`src/rtl/reladdr_pkg.sv`:
```
package reladdr_pkg;

  typedef enum logic [1:0] {
    SEL_NONE = 2'd0,
    SEL_AR0  = 2'd1,
    SEL_AR1  = 2'd2,
    SEL_LOOP = 2'd3
  } idx_sel_e;

  localparam int INS_W     = 32;
  localparam int FP_W      = 32;
  localparam int FP_FRAC_W = 23;
  localparam int FP_EXP_W  = 8;
  localparam int FP_BIAS   = 127;

endpackage

```
`src/rtl/f2s_conv.sv`:
```
module f2s_conv
  import reladdr_pkg::*;
#(
  parameter int AR_W = 8
) (
  input  logic [FP_W-1:0]        fval,
  output logic signed [AR_W-1:0] ival
);

  localparam int SIG_W = FP_FRAC_W + 1;
  localparam logic [SIG_W-1:0] POS_LIM = SIG_W'((1 << (AR_W - 1)) - 1);
  localparam logic [SIG_W-1:0] NEG_LIM = SIG_W'(1 << (AR_W - 1));
  localparam logic signed [AR_W-1:0] MAXV = AR_W'((1 << (AR_W - 1)) - 1);
  localparam logic signed [AR_W-1:0] MINV = AR_W'(1 << (AR_W - 1));

  function automatic logic signed [AR_W-1:0] to_fixed(input logic [FP_W-1:0] f);
    logic                    sgn;
    logic [FP_EXP_W-1:0]     ex;
    logic [FP_FRAC_W-1:0]    fr;
    logic [SIG_W-1:0]        mag;
    int                      sh;
    logic signed [AR_W-1:0]  res;
    sgn = f[FP_W-1];
    ex  = f[FP_W-2 -: FP_EXP_W];
    fr  = f[FP_FRAC_W-1:0];
    mag = '0;
    res = '0;
    sh  = int'(ex) - FP_BIAS;
    if (ex == '1 && fr != '0) begin
      res = '0;
    end else if (sh < 0) begin
      res = '0;
    end else if (sh >= AR_W) begin
      res = sgn ? MINV : MAXV;
    end else begin
      mag = {1'b1, fr} >> (FP_FRAC_W - sh);
      if (!sgn) res = (mag > POS_LIM) ? MAXV : mag[AR_W-1:0];
      else      res = (mag > NEG_LIM) ? MINV : AR_W'(-mag[AR_W-1:0]);
    end
    return res;
  endfunction

  assign ival = to_fixed(fval);

endmodule

```
`src/rtl/addr_regs.sv`:
```
module addr_regs #(
  parameter int AR_W = 8
) (
  input  logic                   clk,
  input  logic                   rst,
  input  logic                   ld_en,
  input  logic signed [AR_W-1:0] ld_a0,
  input  logic signed [AR_W-1:0] ld_a1,
  input  logic                   lc_en,
  input  logic signed [AR_W-1:0] lc_in,
  output logic signed [AR_W-1:0] a0_q,
  output logic signed [AR_W-1:0] a1_q,
  output logic signed [AR_W-1:0] lc_q
);

  always_ff @(posedge clk) begin
    if (rst) begin
      a0_q <= '0;
      a1_q <= '0;
    end else if (ld_en) begin
      a0_q <= ld_a0;
      a1_q <= ld_a1;
    end
  end

  always_ff @(posedge clk) begin
    if (rst)        lc_q <= '0;
    else if (lc_en) lc_q <= lc_in;
  end

endmodule

```
`src/rtl/eff_calc.sv`:
```
module eff_calc
  import reladdr_pkg::*;
#(
  parameter int AR_W      = 8,
  parameter int IDX_W     = 7,
  parameter int IDX_LIMIT = 96
) (
  input  logic                   clk,
  input  logic                   rst,
  input  logic                   in_valid,
  input  logic                   in_fmt1,
  input  idx_sel_e               in_sel,
  input  logic [IDX_W-1:0]       in_src,
  input  logic signed [AR_W-1:0] a0,
  input  logic signed [AR_W-1:0] a1,
  input  logic signed [AR_W-1:0] lc,
  output logic                   out_valid,
  output logic [IDX_W-1:0]       out_idx,
  output logic                   out_oor
);

  localparam int WIDE  = (IDX_W + 1 > AR_W) ? IDX_W + 1 : AR_W;
  localparam int SUM_W = WIDE + 1;

  function automatic logic signed [AR_W-1:0] pick_off(
    input logic fmt1, input idx_sel_e sel,
    input logic signed [AR_W-1:0] r0, input logic signed [AR_W-1:0] r1,
    input logic signed [AR_W-1:0] rl);
    logic signed [AR_W-1:0] o;
    o = '0;
    if (fmt1) begin
      case (sel)
        SEL_AR0:  o = r0;
        SEL_AR1:  o = r1;
        SEL_LOOP: o = rl;
        default:  o = '0;
      endcase
    end
    return o;
  endfunction

  function automatic logic signed [SUM_W-1:0] add_off(
    input logic [IDX_W-1:0] s, input logic signed [AR_W-1:0] o);
    logic signed [SUM_W-1:0] se, oe;
    se = $signed({{(SUM_W-IDX_W){1'b0}}, s});
    oe = $signed({{(SUM_W-AR_W){o[AR_W-1]}}, o});
    return se + oe;
  endfunction

  function automatic logic outside(input logic signed [SUM_W-1:0] v);
    return v[SUM_W-1] || (v >= $signed(SUM_W'(IDX_LIMIT)));
  endfunction

  logic signed [AR_W-1:0]  off_sel;
  logic signed [SUM_W-1:0] sum_full;
  logic                    sum_bad;

  assign off_sel  = pick_off(in_fmt1, in_sel, a0, a1, lc);
  assign sum_full = add_off(in_src, off_sel);
  assign sum_bad  = outside(sum_full);

  always_ff @(posedge clk) begin
    if (rst) begin
      out_valid <= 1'b0;
      out_idx   <= '0;
      out_oor   <= 1'b0;
    end else begin
      out_valid <= in_valid;
      if (in_valid) begin
        out_idx <= sum_full[IDX_W-1:0];
        out_oor <= sum_bad;
      end
    end
  end

endmodule

```
`src/rtl/opnd_reladdr.sv`:
```
module opnd_reladdr
  import reladdr_pkg::*;
#(
  parameter int AR_W      = 8,
  parameter int IDX_W     = 7,
  parameter int IDX_LIMIT = 96,
  parameter int SEL_LSB   = 19,
  parameter int SRC_LSB   = 0
) (
  input  logic             clk,
  input  logic             rst,
  input  logic             arl_we,
  input  logic [31:0]      arl_x,
  input  logic [31:0]      arl_y,
  input  logic             lc_we,
  input  logic [AR_W-1:0]  lc_val,
  input  logic             ins_valid,
  input  logic             ins_fmt1,
  input  logic [31:0]      ins_word,
  output logic             eff_valid,
  output logic [IDX_W-1:0] eff_idx,
  output logic             eff_oor
);

  localparam int NCONV = 2;

  logic [FP_W-1:0]        conv_in  [NCONV];
  logic signed [AR_W-1:0] conv_out [NCONV];
  logic signed [AR_W-1:0] a0_q, a1_q, lc_q;
  idx_sel_e               ins_sel;
  logic [IDX_W-1:0]       ins_src;
  logic                   unused_ins;

  assign conv_in[0] = arl_x;
  assign conv_in[1] = arl_y;

  for (genvar gi = 0; gi < NCONV; gi++) begin : g_conv
    f2s_conv #(.AR_W(AR_W)) u_conv (
      .fval (conv_in[gi]),
      .ival (conv_out[gi])
    );
  end

  assign ins_sel    = idx_sel_e'(ins_word[SEL_LSB +: 2]);
  assign ins_src    = ins_word[SRC_LSB +: IDX_W];
  assign unused_ins = ^ins_word;

  addr_regs #(.AR_W(AR_W)) u_regs (
    .clk   (clk),
    .rst   (rst),
    .ld_en (arl_we),
    .ld_a0 (conv_out[0]),
    .ld_a1 (conv_out[1]),
    .lc_en (lc_we),
    .lc_in ($signed(lc_val)),
    .a0_q  (a0_q),
    .a1_q  (a1_q),
    .lc_q  (lc_q)
  );

  eff_calc #(.AR_W(AR_W), .IDX_W(IDX_W), .IDX_LIMIT(IDX_LIMIT)) u_calc (
    .clk       (clk),
    .rst       (rst),
    .in_valid  (ins_valid),
    .in_fmt1   (ins_fmt1),
    .in_sel    (ins_sel),
    .in_src    (ins_src),
    .a0        (a0_q),
    .a1        (a1_q),
    .lc        (lc_q),
    .out_valid (eff_valid),
    .out_idx   (eff_idx),
    .out_oor   (eff_oor)
  );

endmodule

```
`config.mk`:
```
export PLATFORM = sky130hd
export DESIGN_NAME = opnd_reladdr
export DESIGN_NICKNAME = d
export VERILOG_FILES = /design/src/rtl/reladdr_pkg.sv /design/src/rtl/f2s_conv.sv /design/src/rtl/addr_regs.sv /design/src/rtl/eff_calc.sv /design/src/rtl/opnd_reladdr.sv
export SDC_FILE = /design/constraint.sdc
export NUM_CORES = 1
export LEC_CHECK = 0
export ABC_AREA = 1
export ABC_CLOCK_PERIOD_IN_PS = 4700
export BUFFER_PORTS_ARGS = -buffer_cell sky130_fd_sc_hd__buf_2
export CAP_MARGIN = 40
export CORE_MARGIN = 8
export CORE_UTILIZATION = 59
export CTS_BUF_LIST = sky130_fd_sc_hd__clkbuf_4 sky130_fd_sc_hd__clkbuf_8
export DETAILED_ROUTE_END_ITERATION = 12
export PLACE_DENSITY_LB_ADDON = 0.12
export SLEW_MARGIN = 25
export SYNTH_ARGS = -nofsm -noshare
export SYNTH_HDL_FRONTEND = slang
export SYNTH_SLANG_ARGS = --single-unit
```
`constraint.sdc`:
```
create_clock -name clk -period 4.7 [get_ports clk]
set_input_delay 0.705 -clock clk [delete_from_list [all_inputs] [get_ports clk]]
set_output_delay 0.705 -clock clk [all_outputs]
set_load 0.02 [all_outputs]
```
==> run metrics <==
Die Area=0.01384 sq mm; design area=0.007025 sq mm; first-pass GRT wire length=roughly 29,000 microns; FF-to-FF setup slack=2.11 ns; CTS root buf=clkbuf_8; Req. time, crit path=4.87 ns; launch point of the worst reg-to-reg path=u_regs.a1_q[0]$_SDFFE_PP0P_; # fillers=1,010; Initial DRC Count=493; Ys Warns=0; Setup-failing EPs final=0; register area=between 600 and 700 sq um; asr flop ratio synth=0%; Finished Core Util=slightly below 70%; die width=117.6 microns; worst setup path category=input pin to register; Starting Density=between 50% and 60%; I/O pins=between 100 and 150; register area share after synthesis=10.84%; NumNets Final=1,288; Placement Cell Area=0.006750 sq mm; DR WL/cell=13.21 microns; Synthesized Nets=1,193; CTS Sinks=33; max cap viols=0; number of synthesized flops with an enable pin=0; top_reg_cell synth=dfxtp_1; fin crit period=4.366 ns; Num CTS Buffers=5; Synth Register Bits=33; reg2reg end=u_calc.out_oor$_SDFFE_PP0P_; Inst Count DP=1,270; R2R depth=16; outcome=completed; pin count of the biggest net entering global routing=45; area occupied by multi-input gates=0.004850 sq mm; crit path capture type=register; routability congestion estimate=approximately 0.93; CTS tree=built; Critical Path Slowest Stage Cell=ha_1; CP max FO=14; Setup crit start kind=input pin; grt ovf=0; max-slew violation count=0; Detailed Route WL=16,980 microns; crit share post-route=92.89%; Cell variety after synth=41; Area Overhead vs Synth=15.25%; synthesized area=0.006096 sq mm; Max VDD drop=around 160 uV; row count=37; placed wire-length estimate=13,470 microns; crit path to=u_regs.a0_q[2]$_SDFFE_PP0P_; Via density=5.714; CP arrival=around 4.5 ns; initial antenna violation count=0; CTS H-tree depth=2; HP Class=register to register; fin cells=1,285; later-pin clock latency in the skew report=just under 0.3 ns; Vias=approximately 7,300; Die Ht=between 100 and 150 microns; final hold viol count=0; Cells after Synth=1,053; n_diodes=0; Worst path most repeated cell=nand2_1; all-layer global routing usage=23.59%; CTS Buffer Depth=2; maximum clock frequency=229.0 MHz; # DRC=0; worst-margin pin slew=about 0.77 ns; Leakage=3.617 nW; number of global-route vias before repair=6,666; total power=around 1.3 mW; layout cells sized above 1=24.02%; Final Skew=0.007081 ns; Port Buffers=95; Syn Area/Cell=5.789 sq um; pwr dens=181.7 mW/mm^2; Min Hold Slack=0.4665 ns; drt pass-1 iters=5; crit path from=arl_x[23]; max_slew headroom=48.94%; total core area=0.01018 sq mm; Worst-path clk slew=0.07 ns; Antenna Nets Post-Route=0; max incr delay on CP=0.31 ns
==> cell type report <==
cell class | instances | area share, %
clock buffer | 6 | 1.086
clock inverter | 2 | 0.1425
inverter | 101 | 5.467
multi-input combinational | 867 | 69.03
sequential | 33 | 9.403
tap | 136 | 2.422
timing repair buffer | 140 | 12.45
==> repair_timing <==
action,in CTS,in global routing
buffers inserted,0,4
resized for setup,0,31
hold buffers,0,0
endpoints found under the setup margin,0,16
==> per-layer routing <==
metal / global-route usage (%) / vias up / share of wire [%]
met5: 0 / - / 0
met2: 40.59 / 246 / 48
met3: 3.549 / 28 / 6.6
met4: 5.925 / 0 / 1.5
li1: - / 3790 / -
met1: 30.01 / 3279 / 44
==> report_power, final <==
part / internal (mW) / switching (mW)
clock network: 0.108 / 0.102
logic: 0.273 / 0.487
registers: 0.298 / 0.00858
==> kinds of logic (layout without fill, tap and decap cells) <==
family | count (synthesis) | in the layout | share of synthesized area, %
XOR/XNOR | 10 | 10 | 1.437
flip-flops | 33 | 33 | 10.84
buffers and inverters | 155 | 249 | 11.49
AO/OA/AOI/OAI | 88 | 88 | 8.867
AND/OR/NAND/NOR | 737 | 739 | 61.08
adder cells (fa/ha/maj) | 30 | 30 | 6.281
==> worst max-delay path, delay by kind of cell <==
family                     cells  cell delay, ns
buffers and inverters          5            0.51
and+or+nand+nor               22            2.24
adders and majority gates      4            0.92
AOI/OAI and AO/OA              3            0.17
==> per-stage QoR <==
stage / setup WS, ns / setup TNS [ns]
final: 0.3340 / 0
after floorplan: 0.3854 / 0
after global placement: -0.01017 / -0.03208
after detailed placement: -0.08143 / -0.4851
after global routing: -0.03559 / -0.06924
after CTS: 0.2031 / 0
==> cell usage in the layout, fill, tap and decap left out, types with 8 or more instances in the layout <==
master / netlist / final
nor2_4: 7 / 12
o21ai_0: 26 / 26
nand2_1: 309 / 305
inv_2: 12 / 14
inv_1: 85 / 83
a21oi_1: 30 / 27
nand4_2: 11 / 11
nand3_2: 13 / 19
nor4_1: 11 / 11
xor2_1: 8 / 8
nand4_1: 100 / 100
nor2_1: 51 / 50
a21oi_2: 9 / 12
buf_2: 16 / 95
buf_4: 3 / 37
nand3_1: 186 / 180
nand2_4: 9 / 9
nand2_2: 25 / 29
ha_1: 29 / 25
dfxtp_1: 33 / 33
==> cells in the mapped netlist, types with 2 or more instances <==
master	n	share of area, %
clkinv_1	2	0.12
inv_2	12	0.74
nor2_4	7	1.3
clkbuf_1	21	1.3
o211ai_1	4	0.49
nand4_2	11	2.3
nor2_1	51	3.1
buf_6	11	2.0
nor2_8	3	0.99
o21ai_0	26	2.1
a21oi_2	9	1.3
a21oi_1	30	2.5
nor2_2	4	0.41
buf_1	3	0.18
xnor2_1	2	0.29
inv_4	2	0.21
nand2_4	9	1.7
o21ai_1	3	0.25
nor3_1	6	0.49
buf_4	3	0.37
ha_1	29	6.0
nand4_1	100	10
nand3_2	13	2.1
inv_1	85	5.2
buf_2	16	1.3
dfxtp_1	33	11
nand3_1	186	15
xor2_1	8	1.1
nand2_1	309	19
nand2_2	25	2.6
nor4_1	11	1.1
o21ai_2	5	0.72
o21bai_1	6	0.74
==> how the worst min path moves through the flow <==
stage	startpoint	to	slack, ns	cells after the start
floorplan	u_regs.a0_q[0]$_SDFFE_PP0P_	u_regs.a0_q[0]$_SDFFE_PP0P_	0.45	2
global placement	u_regs.a1_q[6]$_SDFFE_PP0P_	u_regs.a1_q[6]$_SDFFE_PP0P_	0.45	2
detailed placement	u_regs.a0_q[0]$_SDFFE_PP0P_	u_regs.a0_q[0]$_SDFFE_PP0P_	0.46	2
CTS	u_regs.a0_q[1]$_SDFFE_PP0P_	u_regs.a0_q[1]$_SDFFE_PP0P_	0.47	2
global route	u_regs.a0_q[1]$_SDFFE_PP0P_	u_regs.a0_q[1]$_SDFFE_PP0P_	0.49	2
finish	u_regs.a0_q[0]$_SDFFE_PP0P_	u_regs.a0_q[0]$_SDFFE_PP0P_	0.47	2
==> state kept, by name (all words and copies together), names as in the netlist <==
| register | flops |
|---|---|
| u_calc.out_oor | 1 |
| u_regs.a0_q | 8 |
| u_calc.out_valid | 1 |
| u_regs.a1_q | 8 |
| u_regs.lc_q | 8 |
| u_calc.out_idx | 7 |
(Power assumes the default switching activity.)
